`src/rtl/bws_pkg.sv`:
```
package bws_pkg;

    typedef enum logic {
        ST_IDLE = 1'b0,
        ST_BUS  = 1'b1
    } bws_state_e;

    typedef enum logic [1:0] {
        PW_FULL = 2'd0,
        PW_HALF = 2'd1,
        PW_BYTE = 2'd2
    } port_width_e;

endpackage

```
`src/rtl/bws_next_be.sv`:
```
// Next byte-enable pattern for a port that moves GROUP lanes per cycle:
// the lowest group holding any enabled lane is retired.
module bws_next_be #(
    parameter int LANES = 4,
    parameter int GROUP = 1
) (
    input  logic [LANES-1:0] be_n_i,
    output logic [LANES-1:0] next_be_n_o,
    output logic             last_o
);
    localparam int NGRP = LANES / GROUP;

    logic             found;
    logic [LANES-1:0] next_d;

    always_comb begin
        found  = 1'b0;
        next_d = be_n_i;
        for (int g = 0; g < NGRP; g++) begin
            if (!found && !(&be_n_i[g*GROUP +: GROUP])) begin
                found                    = 1'b1;
                next_d[g*GROUP +: GROUP] = '1;
            end
        end
    end

    assign next_be_n_o = next_d;
    assign last_o      = &next_d;

endmodule

```
`src/rtl/bws_read_merge.sv`:
```
// Read assembly: each lane is written only when enabled in the capturing cycle.
module bws_read_merge #(
    parameter int LANES = 4
) (
    input  logic               clk,
    input  logic               rst_n,
    input  logic               clear_i,
    input  logic               cap_i,
    input  logic [LANES-1:0]   be_n_i,
    input  logic [8*LANES-1:0] bus_data_i,
    output logic [8*LANES-1:0] data_o
);
    logic [8*LANES-1:0] data_d, data_q;

    always_comb begin
        data_d = data_q;
        if (clear_i) begin
            data_d = '0;
        end else if (cap_i) begin
            for (int i = 0; i < LANES; i++) begin
                if (!be_n_i[i]) data_d[8*i +: 8] = bus_data_i[8*i +: 8];
            end
        end
    end

    always_ff @(posedge clk or negedge rst_n) begin
        if (!rst_n) data_q <= '0;
        else        data_q <= data_d;
    end

    assign data_o = data_q;

    genvar gl;
    generate
        for (gl = 0; gl < LANES; gl++) begin : g_lane_chk
            // a lane disabled in the capturing cycle keeps its value
            a_r10_lane_hold: assert property (@(posedge clk) disable iff (!rst_n)
                (cap_i && !clear_i && be_n_i[gl]) |=> $stable(data_q[8*gl +: 8]));
            // an enabled lane takes the bus byte of its own lane
            a_r10_lane_take: assert property (@(posedge clk) disable iff (!rst_n)
                (cap_i && !clear_i && !be_n_i[gl]) |=>
                    (data_q[8*gl +: 8] == $past(bus_data_i[8*gl +: 8])));
        end
    endgenerate

endmodule

```
`src/rtl/bus_width_splitter.sv`:
```
module bus_width_splitter #(
    parameter int ADDR_W = 32,
    parameter int LANES  = 4
) (
    input  logic                 clk,
    input  logic                 rst_n,
    input  logic                 req_valid_i,
    input  logic                 req_write_i,
    input  logic [ADDR_W-1:0]    req_addr_i,
    input  logic [LANES-1:0]     req_be_n_i,
    input  logic [8*LANES-1:0]   req_wdata_i,
    output logic                 req_done_o,
    output logic [8*LANES-1:0]   req_rdata_o,
    output logic                 bus_cyc_o,
    output logic                 bus_write_o,
    output logic [ADDR_W-1:0]    bus_addr_o,
    output logic [LANES-1:0]     bus_be_n_o,
    output logic [8*LANES-1:0]   bus_wdata_o,
    input  logic [8*LANES-1:0]   bus_rdata_i,
    input  logic                 bus_rdy_i,
    input  logic                 bus_w8_i,
    input  logic                 bus_w16_i
);
    import bws_pkg::*;

    localparam int DATA_W = 8 * LANES;

    typedef struct packed {
        bws_state_e         state;
        logic [LANES-1:0]   be_n;
        logic [ADDR_W-1:0]  addr;
        logic               write;
        logic [DATA_W-1:0]  wdata;
        logic               done;
    } regs_t;

    regs_t d, q;

    logic [LANES-1:0] nxt8_be_n, nxt16_be_n, nxt_be_n;
    logic             last8, last16, last_w;
    port_width_e      width;
    logic             clear_w, cap_w;

    bws_next_be #(.LANES(LANES), .GROUP(1)) u_nxt8 (
        .be_n_i      (q.be_n),
        .next_be_n_o (nxt8_be_n),
        .last_o      (last8)
    );

    bws_next_be #(.LANES(LANES), .GROUP(2)) u_nxt16 (
        .be_n_i      (q.be_n),
        .next_be_n_o (nxt16_be_n),
        .last_o      (last16)
    );

    // byte width wins when both flags are raised
    always_comb begin
        if (bus_w8_i)       width = PW_BYTE;
        else if (bus_w16_i) width = PW_HALF;
        else                width = PW_FULL;
        unique case (width)
            PW_BYTE: begin nxt_be_n = nxt8_be_n;  last_w = last8;  end
            PW_HALF: begin nxt_be_n = nxt16_be_n; last_w = last16; end
            default: begin nxt_be_n = '1;         last_w = 1'b1;   end
        endcase
    end

    always_comb begin
        d       = q;
        d.done  = 1'b0;
        clear_w = 1'b0;
        cap_w   = 1'b0;
        unique case (q.state)
            ST_IDLE: begin
                if (req_valid_i) begin
                    d.state = ST_BUS;
                    d.be_n  = req_be_n_i;
                    d.addr  = req_addr_i;
                    d.write = req_write_i;
                    d.wdata = req_wdata_i;
                    clear_w = 1'b1;
                end
            end
            ST_BUS: begin
                if (bus_rdy_i) begin
                    cap_w = !q.write;
                    if (last_w) begin
                        d.state = ST_IDLE;
                        d.done  = 1'b1;
                    end else begin
                        d.be_n  = nxt_be_n;
                    end
                end
            end
            default: d.state = ST_IDLE;
        endcase
    end

    always_ff @(posedge clk or negedge rst_n) begin
        if (!rst_n) begin
            q.state <= ST_IDLE;
            q.be_n  <= '1;
            q.addr  <= '0;
            q.write <= 1'b0;
            q.wdata <= '0;
            q.done  <= 1'b0;
        end else begin
            q <= d;
        end
    end

    bws_read_merge #(.LANES(LANES)) u_merge (
        .clk        (clk),
        .rst_n      (rst_n),
        .clear_i    (clear_w),
        .cap_i      (cap_w),
        .be_n_i     (q.be_n),
        .bus_data_i (bus_rdata_i),
        .data_o     (req_rdata_o)
    );

    assign bus_cyc_o   = (q.state == ST_BUS);
    assign bus_write_o = q.write;
    assign bus_addr_o  = q.addr;
    assign bus_be_n_o  = q.be_n;
    assign bus_wdata_o = q.wdata;
    assign req_done_o  = q.done;

    // one contiguous, non-empty run of enabled lanes
    function automatic logic be_legal(input logic [LANES-1:0] b);
        logic prev;
        int   edges;
        prev  = 1'b0;
        edges = 0;
        for (int i = 0; i < LANES; i++) begin
            if (!b[i] != prev) edges++;
            prev = !b[i];
        end
        if (prev) edges++;
        return edges == 2;
    endfunction

    // requester presents only legal patterns when taken
    a_r1_legal_req: assert property (@(posedge clk) disable iff (!rst_n)
        (!bus_cyc_o && req_valid_i) |-> be_legal(req_be_n_i));

    // accepted request appears on the bus next cycle
    a_r2_issue: assert property (@(posedge clk) disable iff (!rst_n)
        (!bus_cyc_o && req_valid_i) |=>
            (bus_cyc_o && bus_be_n_o == $past(req_be_n_i) && bus_addr_o == $past(req_addr_i)));

    // full-width port ends after one cycle
    a_r3_full_single: assert property (@(posedge clk) disable iff (!rst_n)
        (bus_cyc_o && bus_rdy_i && !bus_w8_i && !bus_w16_i) |=> (!bus_cyc_o && req_done_o));

    // a byte-wide follow-on cycle drops exactly one enabled lane
    a_r4_byte_drop_one: assert property (@(posedge clk) disable iff (!rst_n)
        (bus_cyc_o && bus_rdy_i && bus_w8_i && $countones(~bus_be_n_o) > 1) |=>
            (bus_cyc_o && $countones(~bus_be_n_o) == $countones(~$past(bus_be_n_o)) - 1
             && (($past(bus_be_n_o) & ~bus_be_n_o) == '0)));

    // address, direction and write data frozen between split cycles
    a_r8_hold_fields: assert property (@(posedge clk) disable iff (!rst_n)
        (bus_cyc_o && $past(bus_cyc_o)) |->
            ($stable(bus_addr_o) && $stable(bus_write_o) && $stable(bus_wdata_o)));

    // done is a single pulse, with the bus released
    a_r9_done_pulse: assert property (@(posedge clk) disable iff (!rst_n)
        req_done_o |=> !req_done_o);
    a_r9_done_idle: assert property (@(posedge clk) disable iff (!rst_n)
        req_done_o |-> !bus_cyc_o);

    // nothing moves while ready is low
    a_r12_wait_hold: assert property (@(posedge clk) disable iff (!rst_n)
        (bus_cyc_o && !bus_rdy_i) |=> (bus_cyc_o && $stable(bus_be_n_o) && !req_done_o));

endmodule

```
`config.mk`:
```
export PLATFORM = sky130hd
export DESIGN_NAME = bus_width_splitter
export DESIGN_NICKNAME = d
export VERILOG_FILES = /design/src/rtl/bws_pkg.sv /design/src/rtl/bws_next_be.sv /design/src/rtl/bws_read_merge.sv /design/src/rtl/bus_width_splitter.sv
export SDC_FILE = /design/constraint.sdc
export NUM_CORES = 1
export LEC_CHECK = 0
export ABC_AREA = 1
export BUFFER_PORTS_ARGS = -buffer_cell sky130_fd_sc_hd__buf_2
export CORE_MARGIN = 2
export CORE_UTILIZATION = 35
export CTS_CLUSTER_DIAMETER = 100
export DETAILED_ROUTE_END_ITERATION = 10
export GPL_TIMING_DRIVEN = 0
export PLACE_DENSITY = 0.74
export SLEW_MARGIN = 25
export SYNTH_ARGS = -nofsm -noshare
export SYNTH_HDL_FRONTEND = slang
export SYNTH_HIERARCHICAL = 1
export SYNTH_SLANG_ARGS = --single-unit
```
`constraint.sdc`:
```
create_clock -name clk -period 3.2 [get_ports clk]
set_input_delay 0.64 -clock clk [delete_from_list [all_inputs] [get_ports clk]]
set_output_delay 0.64 -clock clk [all_outputs]
set_load 0.03 [all_outputs]
```
==> metrics.cfg, run 1 <==
[status]
status = finished clean

[grt]
grt_pass1_vias = 4067
grt_pass1_wl_um = 19700
grtUsageMet3_pct = 5.33
top_usage_layer = met2
grt_max_degree = 62
grtUsageTotal_pct = 18.7
grt_use_met1_pct = 23.4
use_met2_pct = 30.4
overflow = 0
antenna_found_initial = 1

[worst_setup_path]
cp.required_ps = 3440
path_class = register to register
rr_worst_depth = 6
crit_path_end_kind = register
start_kind = register
r2r-end = u_merge/data_o[20]$_DFFE_PN0P_
cp_slowest_cell = buf_1
cp_max_fo = 10
max_stage_delay_ps = 500
r2r-start = bus_cyc_o$_DFF_PN0_
reg2reg_setup_slack_ps = 1330
worstSetupEndpoint = u_merge/data_o[20]$_DFFE_PN0P_
cp_cell_sequence = nor2_4, buf_1, inv_4, buf_2, nand4_1, nand2_1
crit_start = bus_cyc_o$_DFF_PN0_
cp.arrival_ps = 2110

[clock_tree]
post_cts_buffers = 0
worst_skew_pair.late_latency_ps = 350
htreeDepth = 3
cts_hold_buffers = 0
cts-root-buf = clkbuf_16
cts_buffers = 9
cts-resized-gates = 0
cts_tree = yes
cts.clk_slew.worst_paths_ps = 70
cts_buffer_depth = 2
cts.sinks = 103

[placed_design]
port_buffers = 209
place_inst = 896
hpwl_um = 9040
post-place-ws_ps = 926
routabilityCongestion = 0.823

[layout]
diodes = 0
layout_common_cells = nand2_1 (268), buf_2 (221), dfrtp_1 (99)
stdcell_count = 912
layout_commonest_cell = nand2_1
fin_nets = 846
nFillCells = 1226
area_growth_pct = 37.2
multi_input_area_um2 = 1520
regArea_um2 = 2580
drive_above_1_share_pct = 36.4

[timing]
hold_violations = 0
slew_violations = 0
rsz0062_at_grt = no
max_slew_margin_pct = 61.6
period_needed_ps = 1870
tns_ps = 0
final-setup-viol-count = 0
worst_pin_slew_ps = 577
setup_ws_ps = 1330
fmax_mhz = 534
min_period_over_period_pct = 58.5
skew_ps = 4.55

[drt]
drc = 0
drtIter0Drc = 273
viasPerCell = 4.58
dr.pass1.iters = 6
num_vias = 4173
routedWlPerCell_um = 13.3
drt_wl_total_um = 12100
antenna_left = 0

[synthesis]
ys.warnings.count = 6
yosysUniqueCellTypes = 22
synth_seq_cells = 103
netlist_instances = 517
syn-cell-area_um2 = 4370
seq_area_frac_synth_pct = 59.0
avgSynthCellArea_um2 = 8.46

[floorplan]
fp.dieH_um = 116
io_pins = 210
rows = 40
die_w_um = 116
core_um2 = 12100
initial_utilization_pct = 36.1
die_area_um2 = 13400

[power_and_ir_drop]
powerDensity_nw_per_um2 = 988
leakagePower_uw = 0.00353
ir_drop_mv = 0.447
total_power_uw = 5930

[worst_hold_path]
hp-class = primary input to asynchronous set/reset pin

[flow_run]
drv_cap = 0

flip-flops by register name, indices dropped and copies added, names as in the netlist:
register,flops
bus_wdata_o,32
req_done_o,1
u_merge/data_o,32
bus_write_o,1
bus_cyc_o,1
bus_addr_o,32
bus_be_n_o,4
layout make-up:
cell class,instances,share of cell area (%)
Tap cell,168,3.50
Timing Repair Buffer,210,18.0
Multi-Input combinational cell,363,25.4
Clock inverter,6,1.54
Buffer,27,2.96
Sequential cell,103,43.0
Inverter,25,1.61
Clock buffer,10,3.98
worst min-delay path by stage:
stage	cells past startpoint	startpoint	endpoint	slack [ps]
final	1	rst_n	u_merge/data_o[8]$_DFFE_PN0P_	200
after global routing	1	rst_n	u_merge/data_o[11]$_DFFE_PN0P_	220
after CTS	1	rst_n	u_merge/data_o[8]$_DFFE_PN0P_	210
after detailed placement	2	bus_wdata_o[19]$_DFFE_PN0P_	bus_wdata_o[19]$_DFFE_PN0P_	450
after global placement	2	bus_addr_o[3]$_DFFE_PN0P_	bus_addr_o[3]$_DFFE_PN0P_	450
after floorplan	0	rst_n	bus_addr_o[0]$_DFFE_PN0P_	340
stage by stage:
| step | area, um^2 | utilization [%] | hold slack [ps] |
|---|---|---|---|
| floorplan | 4380 | - | 344 |
| global placement | 5630 | 46.5 | 450 |
| detailed placement | 5670 | 46.8 | 453 |
| CTS | 6000 | 49.5 | 206 |
| global route | 6000 | 49.5 | 218 |
| finish | 6000 | 49.5 | 203 |
critical path, delay by kind of cell (launching register included):
kind / cells / cell delay, ps
flip-flops: 1 / 450
buffers and inverters: 3 / 850
AND/OR/NAND/NOR: 3 / 460
cells in the mapped netlist (all sizes together):
cell / count / area (um^2)
conb: 2 / 7.51
clkbuf: 4 / 15.0
inv: 25 / 96.4
o21ai: 2 / 13.8
nand3: 33 / 165
nand2: 276 / 1060
buf: 23 / 163
a21oi: 1 / 5.00
nor2: 16 / 70.1
dfrtp: 99 / 2480
nand4: 32 / 200
dfstp: 4 / 105
logic make-up (layout without fill, tap and decap cells):
family          count (synthesis)  in the layout  synth area share [%]
buf+inv                        52            278                  6.26
simple gates                  357            357                  34.1
other cells                     2              3                 0.172
compound gates                  3              3                 0.429
flops                         103            103                  59.0
routing by layer:
layer,routed length (um),vias to the layer above,share of wire [%]
met4,306,2,2.5
li1,-,2057,-
met2,5720,165,47
met3,1040,24,8.6
met5,11,-,0.091
met1,5060,1925,42
report_power, final:
| part | total (uW) | switching (uW) | internal [uW] | leakage, uW |
|---|---|---|---|---|
| clock network | 1210 | 495 | 711 | 0.000155 |
| registers | 2130 | 304 | 1830 | 0.00129 |
| logic | 2590 | 1860 | 733 | 0.00208 |
Note: power is estimated with default switching activity, not from simulation.
==> inputs of run 2 (changes only) <==
==> constraint.sdc (replaced) <==
create_clock -name clk -period 1.8 [get_ports clk]
set_input_delay 0.36 -clock clk [delete_from_list [all_inputs] [get_ports clk]]
set_output_delay 0.36 -clock clk [all_outputs]
set_load 0.03 [all_outputs]
==> metrics.cfg, run 2 (synthesized netlist as in run 1, its figures left out) <==
[status]
status = finished clean

[timing]
fmax_mhz = 610
hold_violations = 0
worst_pin_slew_ps = 499
setup_ws_ps = 160
final-setup-viol-count = 0
max_slew_margin_pct = 66.6
period_needed_ps = 1640
skew_ps = 3.94
slew_violations = 0
tns_ps = 0
min_period_over_period_pct = 91.1
rsz0062_at_grt = no

[grt]
grt_max_degree = 62
grtUsageTotal_pct = 18.6
grt_use_met1_pct = 23.1
top_usage_layer = met2
grt_pass1_wl_um = 19600
antenna_found_initial = 1
grtUsageMet3_pct = 5.33
use_met2_pct = 30.3
overflow = 0
grt_pass1_vias = 4071

[worst_setup_path]
path_class = register to register
crit_top_cell = nand2_1
reg2reg_setup_slack_ps = 160
r2r-start = bus_cyc_o$_DFF_PN0_
crit_path_end_kind = register
start_kind = register
cp.required_ps = 2040
crit_buf_inv = 3
cp_cell_sequence = nor2_4, inv_2, buf_4, buf_2, nand2_1, nand2_1
r2r-end = bus_wdata_o[29]$_DFFE_PN0P_
path_delay_family = simple AND/OR/NAND/NOR gates
max_stage_delay_ps = 450
rr_worst_depth = 6
cp_max_fo = 18
cp_slowest_cell = dfrtp_1
cp.arrival_ps = 1880

[placed_design]
hpwl_um = 9040
place_inst = 896
place_area_um2 = 5670
routabilityCongestion = 0.823
post-place-ws_ps = -194
port_buffers = 209

[clock_tree]
cts.clk_slew.worst_paths_ps = 70
worst_skew_pair.late_latency_ps = 350
cts_tree = yes
cts.sinks = 103
post_cts_buffers = 0
cts_buffer_depth = 2
cts_buffers = 9
htreeDepth = 3
cts-root-buf = clkbuf_16

[drt]
routedWlPerCell_um = 13.2
dr.pass1.iters = 6
antenna_left = 0
drtIter0Drc = 254
num_vias = 4164
drc = 0
viasPerCell = 4.57
drt_wl_total_um = 12100

[floorplan]
fp.dieH_um = 116
die_area_um2 = 13400
die_w_um = 116
core_um2 = 12100
initial_utilization_pct = 36.1
io_pins = 210
rows = 40

[worst_hold_path]
hold_end = bus_addr_o[21]$_DFFE_PN0P_
hp-class = primary input to register
hold_start = req_addr_i[21]
min_delay_path_depth = 3

[layout]
stdcell_count = 912
drive_above_1_share_pct = 36.4
area_growth_pct = 37.3
fin_nets = 846
layout_common_cells = nand2_1 (268), buf_2 (221), dfrtp_1 (99)
fin_area_um2 = 6010
diodes = 0
nFillCells = 1224
layout_commonest_cell = nand2_1

[power_and_ir_drop]
ir_drop_mv = 0.792
total_power_uw = 10500
powerDensity_nw_per_um2 = 1760
leakagePower_uw = 0.00353

[flow_run]
drv_cap = 0

==> run 2: cell count changes in the layout (fill, tap and decap cells not counted) <==
cell / previous run / this run
buf_1: 1 / 0
dlygate4sd3_1: 0 / 1
==> run 2: power by group <==
part | switching, uW | total, uW | leakage [uW] | internal, uW
sequential | 542 | 3790 | 0.00129 | 3250
clock | 881 | 2150 | 0.000155 | 1260
combinational | 3300 | 4600 | 0.00209 | 1300
==> run 2: tightest hold or removal path, cell delays in order <==
cell and delay (ps):
buf_2 70, nand2_1 40, nand2_1 50
==> run 2: layout make-up <==
class / count / area (um^2) / share of cell area (%)
multi-input combinational: 363 / 1520 / 25.3
inverter: 25 / 96.3 / 1.60
clock inverter: 6 / 92.6 / 1.54
sequential: 103 / 2580 / 43.0
buffer: 26 / 174 / 2.90
tap: 168 / 210 / 3.50
timing repair buffer: 211 / 1090 / 18.1
clock buffer: 10 / 239 / 3.98
==> run 2: how the worst max path moves through the flow <==
stage / start / to / slack (ps) / cells past startpoint
final: bus_cyc_o$_DFF_PN0_ / bus_wdata_o[29]$_DFFE_PN0P_ / 160 / 6
after global routing: bus_cyc_o$_DFF_PN0_ / bus_addr_o[10]$_DFFE_PN0P_ / 20 / 6
after CTS: bus_cyc_o$_DFF_PN0_ / bus_wdata_o[29]$_DFFE_PN0P_ / 80 / 6
after detailed placement: req_valid_i / u_merge/data_o[28]$_DFFE_PN0P_ / -190 / 8
after global placement: rst_n / bus_addr_o[27]$_DFFE_PN0P_ / -810 / 1
after floorplan: bus_cyc_o$_DFF_PN0_ / u_merge/data_o[0]$_DFFE_PN0P_ / 210 / 6
==> run 2: metrics by stage <==
stage | hold WS, ps | util [%]
2_1_floorplan | 64.4 | -
3_3_place_gp | 450 | 46.5
3_5_place_dp | 310 | 46.8
4_1_cts | 191 | 49.6
5_1_grt | 201 | 49.6
6_report | 206 | 49.6
==> run 2: repair_timing <==
| action | in CTS | in global routing |
|---|---|---|
| endpoints found under the hold margin | 38 | 0 |
| setup endpoints to repair | 32 | 0 |
| gates resized for setup | 0 | 0 |
| hold buffers | 1 | 0 |
==> run 2: per-layer routing <==
layer | part of all wire (%) | wire length [um]
met4 | 2.6 | 310
met5 | 0.091 | 11
met3 | 8.6 | 1040
met2 | 47 | 5700
met1 | 41 | 5010
==> inputs of run 3 (changes only) <==
--- a/config.mk
+++ b/config.mk
@@ -7,13 +7,14 @@
 export LEC_CHECK = 0
 export ABC_AREA = 1
 export BUFFER_PORTS_ARGS = -buffer_cell sky130_fd_sc_hd__buf_2
+export CELL_PAD_IN_SITES_DETAIL_PLACEMENT = 1
+export CELL_PAD_IN_SITES_GLOBAL_PLACEMENT = 1
 export CORE_MARGIN = 2
-export CORE_UTILIZATION = 35
+export CORE_UTILIZATION = 33
 export CTS_CLUSTER_DIAMETER = 100
 export DETAILED_ROUTE_END_ITERATION = 10
-export GPL_TIMING_DRIVEN = 0
-export PLACE_DENSITY = 0.74
-export SLEW_MARGIN = 25
+export GPL_TIMING_DRIVEN = 1
+export PLACE_DENSITY = 0.92
 export SYNTH_ARGS = -nofsm -noshare
 export SYNTH_HDL_FRONTEND = slang
 export SYNTH_HIERARCHICAL = 1
==> metrics.cfg, run 3 (synthesized netlist as in run 1, its figures left out) <==
[status]
status = finished clean

[clock_tree]
cts_hold_buffers = 1
cts.sinks = 103
cts_buffers = 9
cts-resized-gates = 0
htreeDepth = 3
worst_skew_pair.late_latency_ps = 340
cts_buffer_depth = 2
cts-root-buf = clkbuf_16
post_cts_buffers = 0
cts_tree = yes
cts.clk_slew.worst_paths_ps = 80

[worst_setup_path]
path_class = register to register
cp.arrival_ps = 1850
start_kind = register
cp.required_ps = 2070
cp_max_fo = 7
crit_path_end_kind = register

[timing]
min_period_over_period_pct = 87.7
tns_ps = 0
period_needed_ps = 1580
slew_violations = 0
fmax_mhz = 634
hold_violations = 0
worst_hold_slack_ps = 213
rsz0062_at_grt = no
worst_pin_slew_ps = 578
skew_ps = 8.59
max_slew_margin_pct = 61.4
final-setup-viol-count = 0

[power_and_ir_drop]
powerDensity_nw_per_um2 = 1740
ir_drop_mv = 0.676
leakagePower_uw = 0.00347

[drt]
viasPerCell = 4.56
antenna_left = 0
wl_met2_um = 6270
drtIter0Drc = 255
drt_wl_total_um = 12800
dr.pass1.iters = 6
num_vias = 4112
route.met3.wl_um = 868
routedWlPerCell_um = 14.2
wl_met1_um = 5520
top_layer_used = met4
drc = 0

[grt]
antenna_found_initial = 0
grt_pass1_wl_um = 21200
overflow = 0
grt_pass1_vias = 4243
grt_max_degree = 65
grtUsageTotal_pct = 18.7

[floorplan]
io_pins = 210
core_um2 = 13100
die_area_um2 = 14200
die_w_um = 119
rows = 42
fp.dieH_um = 119
initial_utilization_pct = 33.4

[layout]
drive_above_1_share_pct = 35.4
layout_common_cells = nand2_1 (268), buf_2 (208), dfrtp_1 (99)
nFillCells = 1640
area_growth_pct = 35.0
fin_area_um2 = 5900
layout_commonest_cell = nand2_1
diodes = 0
fin_util_pct = 45.1
multi_input_area_um2 = 1520
stdcell_count = 901
regArea_um2 = 2580
fin_nets = 827

[placed_design]
hpwl_um = 9610
port_buffers = 209
routabilityCongestion = 0.768
place_area_um2 = 5610
place_inst = 884

[flow_run]
drv_cap = 0

[worst_hold_path]
hp-class = primary input to register

run 3: worst paths after layout:
| path | from | endpoint | slack (ps) | cells after the start |
|---|---|---|---|---|
| max | bus_be_n_o[1]$_DFFE_PN1P_ | bus_be_n_o[2]$_DFFE_PN1P_ | 220 | 11 |
| min | req_wdata_i[12] | bus_wdata_o[12]$_DFFE_PN0P_ | 210 | 3 |
| max reg2reg | bus_be_n_o[1]$_DFFE_PN1P_ | bus_be_n_o[2]$_DFFE_PN1P_ | 220 | 11 |
| min reg2reg | bus_wdata_o[16]$_DFFE_PN0P_ | bus_wdata_o[16]$_DFFE_PN0P_ | 470 | 2 |
| max in group asynchronous | rst_n | bus_addr_o[15]$_DFFE_PN0P_ | 770 | 3 |
| min in group asynchronous | rst_n | u_merge/data_o[10]$_DFFE_PN0P_ | 520 | 2 |
run 3: critical path, cell delays in order, from the launching register on:
cell     delay (ps)
dfstp_2         610
nand2_1          90
nand2_2          80
nand2_2          50
nor2_2           90
inv_1            40
nand2_1          50
nand2_1          60
nor2_1          170
nor2_1          120
nand2_1          80
nand2_1          50
run 3: metal layers:
metal,track usage [%],vias up
met2,30.4,141
met3,4.74,13
met4,5.95,0
met1,24.5,1949
met5,0,-
li1,-,2009
run 3: final cells by class:
class	instances	share of cell area, %
Clock buffer	9	3.82
Clock inverter	7	1.04
Inverter	25	1.63
Multi-Input combinational cell	363	25.8
Sequential cell	103	43.7
Tap cell	176	3.73
Timing Repair Buffer	218	20.2
run 3: power by group:
part,leakage [uW],internal (uW),total [uW],switching (uW)
combinational,0.00204,1270,4590,3320
clock,0.000135,966,1880,918
sequential,0.00129,3250,3820,573
run 3: per-stage QoR:
step / total power (uW) / setup WS, ps
after floorplan: 6890 / 206
after global placement: 8320 / 269
after detailed placement: 8490 / 222
after CTS: 10400 / 206
after global routing: 11000 / 57.9
final: 10300 / 222
